`src/rtl/bli_pkg.sv`:
```
package bli_pkg;
    localparam int CH_W   = 8;
    localparam int PIX_W  = 3 * CH_W;
    localparam int WGT_W  = 8;
    localparam int ROW_W  = CH_W + WGT_W;
    localparam int COL_W  = ROW_W + WGT_W;

    typedef enum logic [3:0] {
        ST_IDLE,
        ST_LOAD,
        ST_ROW_R,
        ST_ROW_G,
        ST_ROW_B,
        ST_COL_R,
        ST_COL_G,
        ST_COL_B,
        ST_PACK
    } seq_state_t;
endpackage

```
`src/rtl/bli_weight_rom.sv`:
```
module bli_weight_rom #(
    parameter int SCALE = 4,
    parameter int WGT_W = 8,
    localparam int DEPTH = SCALE * SCALE,
    localparam int IDX_W = $clog2(DEPTH)
) (
    input  logic [IDX_W-1:0] idx,
    output logic [WGT_W-1:0] fx,
    output logic [WGT_W-1:0] fy
);
    localparam int ONE = 1 << WGT_W;

    logic [WGT_W-1:0] tbl_fx [DEPTH];
    logic [WGT_W-1:0] tbl_fy [DEPTH];

    for (genvar k = 0; k < DEPTH; k++) begin : g_entry
        assign tbl_fx[k] = WGT_W'(((k % SCALE) * ONE) / SCALE);
        assign tbl_fy[k] = WGT_W'(((k / SCALE) * ONE) / SCALE);
    end

    assign fx = tbl_fx[idx];
    assign fy = tbl_fy[idx];
endmodule

```
`src/rtl/bli_gather.sv`:
```
module bli_gather #(
    parameter int SCALE = 4,
    parameter int PIX_W = 24,
    parameter int WGT_W = 8,
    localparam int DEPTH = SCALE * SCALE,
    localparam int IDX_W = $clog2(DEPTH)
) (
    input  logic             clk,
    input  logic             rst_n,
    input  logic             beat_en,
    input  logic             in_valid,
    input  logic             in_sof,
    input  logic [PIX_W-1:0] in_pix,
    output logic [PIX_W-1:0] grp_ul,
    output logic [PIX_W-1:0] grp_ur,
    output logic [PIX_W-1:0] grp_ll,
    output logic [PIX_W-1:0] grp_lr,
    output logic [WGT_W-1:0] grp_fx,
    output logic [WGT_W-1:0] grp_fy,
    output logic             grp_stb,
    output logic [1:0]       beat_cnt,
    output logic [IDX_W-1:0] wptr
);
    logic [PIX_W-1:0] hold [4];
    logic [WGT_W-1:0] rom_fx;
    logic [WGT_W-1:0] rom_fy;
    logic             take;

    assign take = beat_en && in_valid;

    bli_weight_rom #(.SCALE(SCALE), .WGT_W(WGT_W)) rom_i (
        .idx (wptr),
        .fx  (rom_fx),
        .fy  (rom_fy)
    );

    always_ff @(posedge clk or negedge rst_n) begin
        if (!rst_n) begin
            beat_cnt <= '0;
            wptr     <= '0;
            grp_stb  <= 1'b0;
            grp_ul   <= '0;
            grp_ur   <= '0;
            grp_ll   <= '0;
            grp_lr   <= '0;
            grp_fx   <= '0;
            grp_fy   <= '0;
            for (int i = 0; i < 4; i++) hold[i] <= '0;
        end else begin
            grp_stb <= 1'b0;
            if (take) begin
                if (in_sof) begin
                    hold[0]  <= in_pix;
                    beat_cnt <= 2'd1;
                    wptr     <= '0;
                end else if (beat_cnt == 2'd3) begin
                    grp_ul   <= hold[0];
                    grp_ur   <= hold[1];
                    grp_ll   <= hold[2];
                    grp_lr   <= in_pix;
                    grp_fx   <= rom_fx;
                    grp_fy   <= rom_fy;
                    grp_stb  <= 1'b1;
                    beat_cnt <= 2'd0;
                    wptr     <= (wptr == IDX_W'(DEPTH - 1)) ? '0 : wptr + 1'b1;
                end else begin
                    hold[beat_cnt] <= in_pix;
                    beat_cnt       <= beat_cnt + 2'd1;
                end
            end
        end
    end
endmodule

```
`src/rtl/bli_lerp.sv`:
```
module bli_lerp #(
    parameter int IN_W = 8,
    parameter int F_W  = 8,
    localparam int OUT_W = IN_W + F_W
) (
    input  logic [IN_W-1:0]  a,
    input  logic [IN_W-1:0]  b,
    input  logic [F_W-1:0]   f,
    output logic [OUT_W-1:0] y
);
    localparam int SW = OUT_W + 1;

    logic [SW-1:0] ea, eb, wa, wb, sum;

    always_comb begin
        ea  = SW'(a);
        eb  = SW'(b);
        wb  = SW'(f);
        wa  = SW'(1 << F_W) - wb;
        sum = ea * wa + eb * wb;
        y   = sum[OUT_W-1:0];
    end
endmodule

```
`src/rtl/bli_interp.sv`:
```
module bli_interp #(
    parameter int SCALE = 4
) (
    input  logic        clk,
    input  logic        rst_n,
    input  logic        beat_en,
    input  logic        in_valid,
    input  logic        in_sof,
    input  logic [23:0] in_pix,
    output logic        out_valid,
    output logic [23:0] out_pix
);
    import bli_pkg::*;

    localparam int DEPTH = SCALE * SCALE;
    localparam int IDX_W = $clog2(DEPTH);

    seq_state_t state_q, state_d;

    logic [PIX_W-1:0] grp_ul, grp_ur, grp_ll, grp_lr;
    logic [WGT_W-1:0] grp_fx, grp_fy;
    logic             grp_stb;
    logic [1:0]       beat_cnt;
    logic [IDX_W-1:0] wptr;

    logic [PIX_W-1:0] op_ul, op_ur, op_ll, op_lr;
    logic [WGT_W-1:0] fx_q, fy_q;
    logic [ROW_W-1:0] top_r, top_g, top_b;
    logic [ROW_W-1:0] bot_r, bot_g, bot_b;
    logic [CH_W-1:0]  res_r, res_g, res_b;

    logic [1:0]       ch_sel;
    logic [CH_W-1:0]  row_a [2];
    logic [CH_W-1:0]  row_b [2];
    logic [ROW_W-1:0] row_y [2];
    logic [ROW_W-1:0] col_a, col_b;
    logic [COL_W-1:0] col_y;

    function automatic logic [CH_W-1:0] chan(input logic [PIX_W-1:0] p, input logic [1:0] s);
        case (s)
            2'd2:    chan = p[23:16];
            2'd1:    chan = p[15:8];
            default: chan = p[7:0];
        endcase
    endfunction

    bli_gather #(.SCALE(SCALE), .PIX_W(PIX_W), .WGT_W(WGT_W)) gather_i (
        .clk      (clk),
        .rst_n    (rst_n),
        .beat_en  (beat_en),
        .in_valid (in_valid),
        .in_sof   (in_sof),
        .in_pix   (in_pix),
        .grp_ul   (grp_ul),
        .grp_ur   (grp_ur),
        .grp_ll   (grp_ll),
        .grp_lr   (grp_lr),
        .grp_fx   (grp_fx),
        .grp_fy   (grp_fy),
        .grp_stb  (grp_stb),
        .beat_cnt (beat_cnt),
        .wptr     (wptr)
    );

    // channel chosen by the current row or column state
    always_comb begin
        unique case (state_q)
            ST_ROW_R, ST_COL_R: ch_sel = 2'd2;
            ST_ROW_G, ST_COL_G: ch_sel = 2'd1;
            default:            ch_sel = 2'd0;
        endcase
    end

    always_comb begin
        row_a[0] = chan(op_ul, ch_sel);
        row_b[0] = chan(op_ur, ch_sel);
        row_a[1] = chan(op_ll, ch_sel);
        row_b[1] = chan(op_lr, ch_sel);
        unique case (ch_sel)
            2'd2: begin col_a = top_r; col_b = bot_r; end
            2'd1: begin col_a = top_g; col_b = bot_g; end
            default: begin col_a = top_b; col_b = bot_b; end
        endcase
    end

    for (genvar rr = 0; rr < 2; rr++) begin : g_row
        bli_lerp #(.IN_W(CH_W), .F_W(WGT_W)) row_i (
            .a (row_a[rr]),
            .b (row_b[rr]),
            .f (fx_q),
            .y (row_y[rr])
        );
    end

    bli_lerp #(.IN_W(ROW_W), .F_W(WGT_W)) col_i (
        .a (col_a),
        .b (col_b),
        .f (fy_q),
        .y (col_y)
    );

    // state register
    always_ff @(posedge clk or negedge rst_n) begin
        if (!rst_n) state_q <= ST_IDLE;
        else        state_q <= state_d;
    end

    // transitions
    always_comb begin
        state_d = state_q;
        unique case (state_q)
            ST_IDLE:  if (grp_stb) state_d = ST_LOAD;
            ST_LOAD:  state_d = ST_ROW_R;
            ST_ROW_R: state_d = ST_ROW_G;
            ST_ROW_G: state_d = ST_ROW_B;
            ST_ROW_B: state_d = ST_COL_R;
            ST_COL_R: state_d = ST_COL_G;
            ST_COL_G: state_d = ST_COL_B;
            ST_COL_B: state_d = ST_PACK;
            ST_PACK:  state_d = grp_stb ? ST_LOAD : ST_IDLE;
            default:  state_d = ST_IDLE;
        endcase
    end

    // datapath and outputs
    always_ff @(posedge clk or negedge rst_n) begin
        if (!rst_n) begin
            op_ul <= '0; op_ur <= '0; op_ll <= '0; op_lr <= '0;
            fx_q  <= '0; fy_q  <= '0;
            top_r <= '0; top_g <= '0; top_b <= '0;
            bot_r <= '0; bot_g <= '0; bot_b <= '0;
            res_r <= '0; res_g <= '0; res_b <= '0;
            out_valid <= 1'b0;
            out_pix   <= '0;
        end else begin
            out_valid <= 1'b0;
            unique case (state_q)
                ST_LOAD: begin
                    op_ul <= grp_ul; op_ur <= grp_ur;
                    op_ll <= grp_ll; op_lr <= grp_lr;
                    fx_q  <= grp_fx; fy_q  <= grp_fy;
                end
                ST_ROW_R: begin top_r <= row_y[0]; bot_r <= row_y[1]; end
                ST_ROW_G: begin top_g <= row_y[0]; bot_g <= row_y[1]; end
                ST_ROW_B: begin top_b <= row_y[0]; bot_b <= row_y[1]; end
                ST_COL_R: res_r <= col_y[COL_W-1 -: CH_W];
                ST_COL_G: res_g <= col_y[COL_W-1 -: CH_W];
                ST_COL_B: res_b <= col_y[COL_W-1 -: CH_W];
                ST_PACK: begin
                    out_pix   <= {res_r, res_g, res_b};
                    out_valid <= 1'b1;
                end
                default: ;
            endcase
        end
    end
endmodule

```
`config.mk`:
```
export PLATFORM = sky130hd
export DESIGN_NAME = bli_interp
export DESIGN_NICKNAME = d
export VERILOG_FILES = /design/src/rtl/bli_pkg.sv /design/src/rtl/bli_weight_rom.sv /design/src/rtl/bli_gather.sv /design/src/rtl/bli_lerp.sv /design/src/rtl/bli_interp.sv
export SDC_FILE = /design/constraint.sdc
export NUM_CORES = 1
export LEC_CHECK = 0
export BUFFER_PORTS_ARGS = -buffer_cell sky130_fd_sc_hd__buf_2
export CAP_MARGIN = 20
export CORE_MARGIN = 2
export CORE_UTILIZATION = 40
export CTS_CLUSTER_SIZE = 12
export DETAILED_ROUTE_END_ITERATION = 12
export PLACE_DENSITY_LB_ADDON = 0.08
export REMOVE_ABC_BUFFERS = 1
export SYNTH_ARGS = -nofsm -noshare
export SYNTH_HDL_FRONTEND = slang
export SYNTH_SLANG_ARGS = --single-unit
```
`constraint.sdc`:
```
create_clock -name clk -period 16.5 [get_ports clk]
set_input_delay 2.475 -clock clk [delete_from_list [all_inputs] [get_ports clk]]
set_output_delay 2.475 -clock clk [all_outputs]
set_load 0.01 [all_outputs]
```
==> results.sh <==
export IMPL_synth_simple_area_share=0.133
export IMPL_met3_usage=0.0240
export IMPL_grt_use_met2=0.293
export IMPL_die_area_um2=54800
export IMPL_switching_share=0.375
export IMPL_dp_slack_ns=8.63
export IMPL_synth_top_cell_area_share=0.463
export IMPL_initial_core_util=0.404
export IMPL_synth_warning_count=0
export IMPL_nets=2287
export IMPL_drt_pass1_iter_count=4
export IMPL_use_met1=0.231
export IMPL_maxSlewHeadroom=0.309
export IMPL_dp_hpwl_mm=30.0
export IMPL_status="complete, no violations"
export IMPL_drt_total_wl_mm=45.4
export IMPL_synth_area_leaders="dfrtp_1 46%, mux2_2 11%, ha_1 11%, nand2_1 7.2%, fa_1 5.4%"
export IMPL_p_sw_mw=1.49
export IMPL_root_buffer="clkbuf_16"
export IMPL_dr_total_vias=13600
export IMPL_synth_top_area_cell="dfrtp_1"
export IMPL_synth_xor_area_share=0.0169
export IMPL_crit_fanout=59
export IMPL_synth_distinct_cells=55
export IMPL_synth_seq_area_share=0.463
export IMPL_hp_start="gather_i.hold[27]$_DFFE_PN0P_"
export IMPL_avgSynthCellArea_um2=10.6
export IMPL_vdd_ir_drop_max_v=0.000153
export IMPL_port_buffers=53
export IMPL_cts_resized_gates=0
export IMPL_post_route_period_util=0.473
export IMPL_drc_errors=0
export IMPL_path_cells="nor2b_1 > nand2b_1 > and2_1 > ha_4 > buf_4 > nor2_1 > a21oi_1 > nor2_1 > ha_1 > ha_1 > ha_1 > fa_1 > fa_1 > inv_1 > fa_1 > inv_1 > ha_1 > ha_1 > a211oi_1 > o21ai_1 > a31oi_1 > xnor3_1 > o21ai_1"
export IMPL_drive_above_1_share=0.176
export IMPL_internal_power_mw=2.47
export IMPL_cts_max_path_buffers=3
export IMPL_syn_inst=1991
export IMPL_top_usage_layer="met2"
export IMPL_critPathMostFrequentCell="ha_1"
export IMPL_cts_tree="done"
export IMPL_die_h_um=234
export IMPL_critPathRequiredTime_ns=16.98
export IMPL_whs_path_depth=2
export IMPL_drv_slew=0
export IMPL_synthAdderAreaFrac=0.163
export IMPL_synth_ff_type="dfrtp_1"
export IMPL_via_per_inst=4.97
export IMPL_grt_ovfl_total=0
export IMPL_p_clk_frac=0.242
export IMPL_timing_final_ws_setup_ns=8.69
export IMPL_h_tree_depth=2
export IMPL_final_setup_tns_ns=0
export IMPL_endpoint_kind="flip-flop"
export IMPL_ctsHoldBuffers=0
export IMPL_clock_sinks=392
export IMPL_area_delta_synth_final_pct=10.9
export IMPL_fin_crit_ns=7.81
export IMPL_ys_ff_latch=392
export IMPL_finalClockSkew_ns=0.0162
export IMPL_power_mw=3.96
export IMPL_p_seq_frac=0.377
export IMPL_grt_start_max_net_pins=95
export IMPL_ant_nets=0
export IMPL_gp_congestion=0.773
export IMPL_synth_edf_count=0
export IMPL_ios=54
export IMPL_synth_top_family_by_area="adder cells"
export IMPL_leakagePower_nw=12.0
export IMPL_crit_arrival_ns=8.28
export IMPL_synthesis_area_um2=21200
export IMPL_async_flop_share=1.00
export IMPL_core_area_um2=52400
export IMPL_hold_ws_ns=0.457
export IMPL_chipWidth_um=234
export IMPL_drt_iter0_drc=856
export IMPL_antenna_found_initial=1
export IMPL_path_clk_slew_ns=0.06
export IMPL_rsz0062_at_grt="no"
export IMPL_row_count=84
export IMPL_synth_mux_area_frac=0.114
export IMPL_clock_latency_ns=0.57
export IMPL_cpPeakStageDelay_ns=0.61
export IMPL_max_cap_violations=0
export IMPL_antennaDiodeCount=0
export IMPL_track_usage=0.172
export IMPL_power_density_nw_per_um2=169
export IMPL_post_cts_buffers=0
export IMPL_crit_slowest_cell="ha_4"
export IMPL_whs_endpoint="gather_i.grp_ll[3]$_DFFE_PN0P_"
export IMPL_post_drt_wl_per_cell_um=16.6
export IMPL_worstHoldPathType="reg -> reg"
export IMPL_critPathKind="reg -> reg"
export IMPL_worst_r2r_cell_count=23
export IMPL_maxClockFrequency_mhz=128
export IMPL_cts_buffers_inserted=44
export IMPL_worstReg2RegStart="state_q[2]$_DFFE_PN0P_"
export IMPL_setup_violations=0
export IMPL_grt_first_pass_wirelength_mm=75.0
export IMPL_finalHoldViolCount=0
export IMPL_start_kind="flip-flop"
export IMPL_r2r_end="res_g[7]$_DFFE_PN0P_"
export IMPL_power_frac_comb=0.381
export IMPL_synth_compound_area_frac=0.0656
export IMPL_max_slew_worst_pin_slew_ns=1.04
export IMPL_r2r_slack_ns=8.69
export IMPL_grt_pass1_vias=14000
==> state kept, by name (all words and copies together), names as in the netlist, 24 cells and up <==
name	cells
gather_i.grp_ur	24
op_lr	24
gather_i.grp_ul	24
gather_i.grp_lr	24
gather_i.grp_ll	24
gather_i.hold	72
op_ur	24
out_pix	24
op_ul	24
op_ll	24
==> Yosys cell counts (all sizes together) (6+ instances only) <==
master / count
nor2b: 38
nor3: 14
xor2: 8
nand2: 409
nand2b: 28
buf: 59
dfrtp: 392
a21oi: 63
o21ai: 69
nor2: 137
inv: 128
xnor2: 20
fa: 57
mux2: 208
nand3: 11
a22oi: 49
ha: 184
a21o: 12
clkbuf: 36
mux2i: 6
==> power by group through the flow <==
stage | sequential [mW] | combinational (mW) | clock (mW)
after floorplan | 1.45 | 1.11 | 0
after global placement | 1.50 | 1.52 | 0
after detailed placement | 1.51 | 1.53 | 0
after CTS | 1.49 | 1.54 | 0.994
after global routing | 1.54 | 1.72 | 1.04
final | 1.49 | 1.51 | 0.961
==> per-layer routing <==
metal | share of wire | routed length [µm]
met2 | 0.48 | 21900
met4 | 0.020 | 887
met1 | 0.47 | 21400
met3 | 0.027 | 1230
met5 | 0.00018 | 8
==> worst max-delay path, delay by kind of cell, from the launching register on <==
family / cells / cell delay, ns
AOI/OAI and AO/OA: 5 / 1.00
xor gates and xnor gates: 1 / 0.47
adders and majority gates: 9 / 3.80
buffers and inverters: 3 / 0.68
DFF: 1 / 0.59
and+or+nand+nor: 5 / 1.14
==> cell families (layout without fill, tap and decap cells) <==
kind of cell / count (synthesis) / count (layout)
mux: 214 / 214
simple gates: 662 / 662
xor+xnor: 33 / 33
buf+inv: 225 / 285
flops: 392 / 392
fa+ha+maj: 241 / 241
compound gates: 224 / 224
==> layout make-up <==
type | count | area [µm²]
Clock buffer | 71 | 1330
Clock inverter | 9 | 86.3
Fill cell | 5002 | 29000
Inverter | 130 | 489
Multi-Input combinational cell | 1374 | 10500
Sequential cell | 392 | 9810
Tap cell | 688 | 861
Timing Repair Buffer | 75 | 460
==> worst max path at each step <==
stage	start	endpoint	slack (ns)	cells past startpoint
after floorplan	state_q[0]$_DFFE_PN0P_	res_b[7]$_DFFE_PN0P_	8.34	22
after global placement	state_q[2]$_DFFE_PN0P_	res_b[7]$_DFFE_PN0P_	8.74	23
after detailed placement	state_q[2]$_DFFE_PN0P_	res_g[7]$_DFFE_PN0P_	8.63	23
after CTS	state_q[2]$_DFFE_PN0P_	res_g[7]$_DFFE_PN0P_	8.63	23
after global routing	state_q[1]$_DFFE_PN0P_	res_r[7]$_DFFE_PN0P_	8.13	23
final	state_q[2]$_DFFE_PN0P_	res_g[7]$_DFFE_PN0P_	8.69	23
==> through the flow <==
stage               utilization  instance area (µm²)  instances
finish                    0.448                23500       2739
global route              0.448                23500       2739
CTS                       0.447                23500       2738
detailed placement        0.420                22000       2658
global placement          0.420                22000       2658
floorplan                     -                20700       1896
==> layout by cell type, fill, tap and decap left out, types with 11 or more instances in the layout <==
cell,instances
a21o_1,12
a21oi_1,63
a22oi_1,49
buf_2,52
buf_4,21
clkbuf_1,15
clkbuf_16,45
clkbuf_8,11
dfrtp_1,392
fa_1,57
ha_1,182
inv_1,127
mux2_2,205
nand2_1,409
nand2b_1,25
nand3_1,11
nor2_1,137
nor2b_1,38
nor3_1,12
o21ai_0,63
xnor2_1,20
Note: power is estimated with default switching activity, not from simulation.
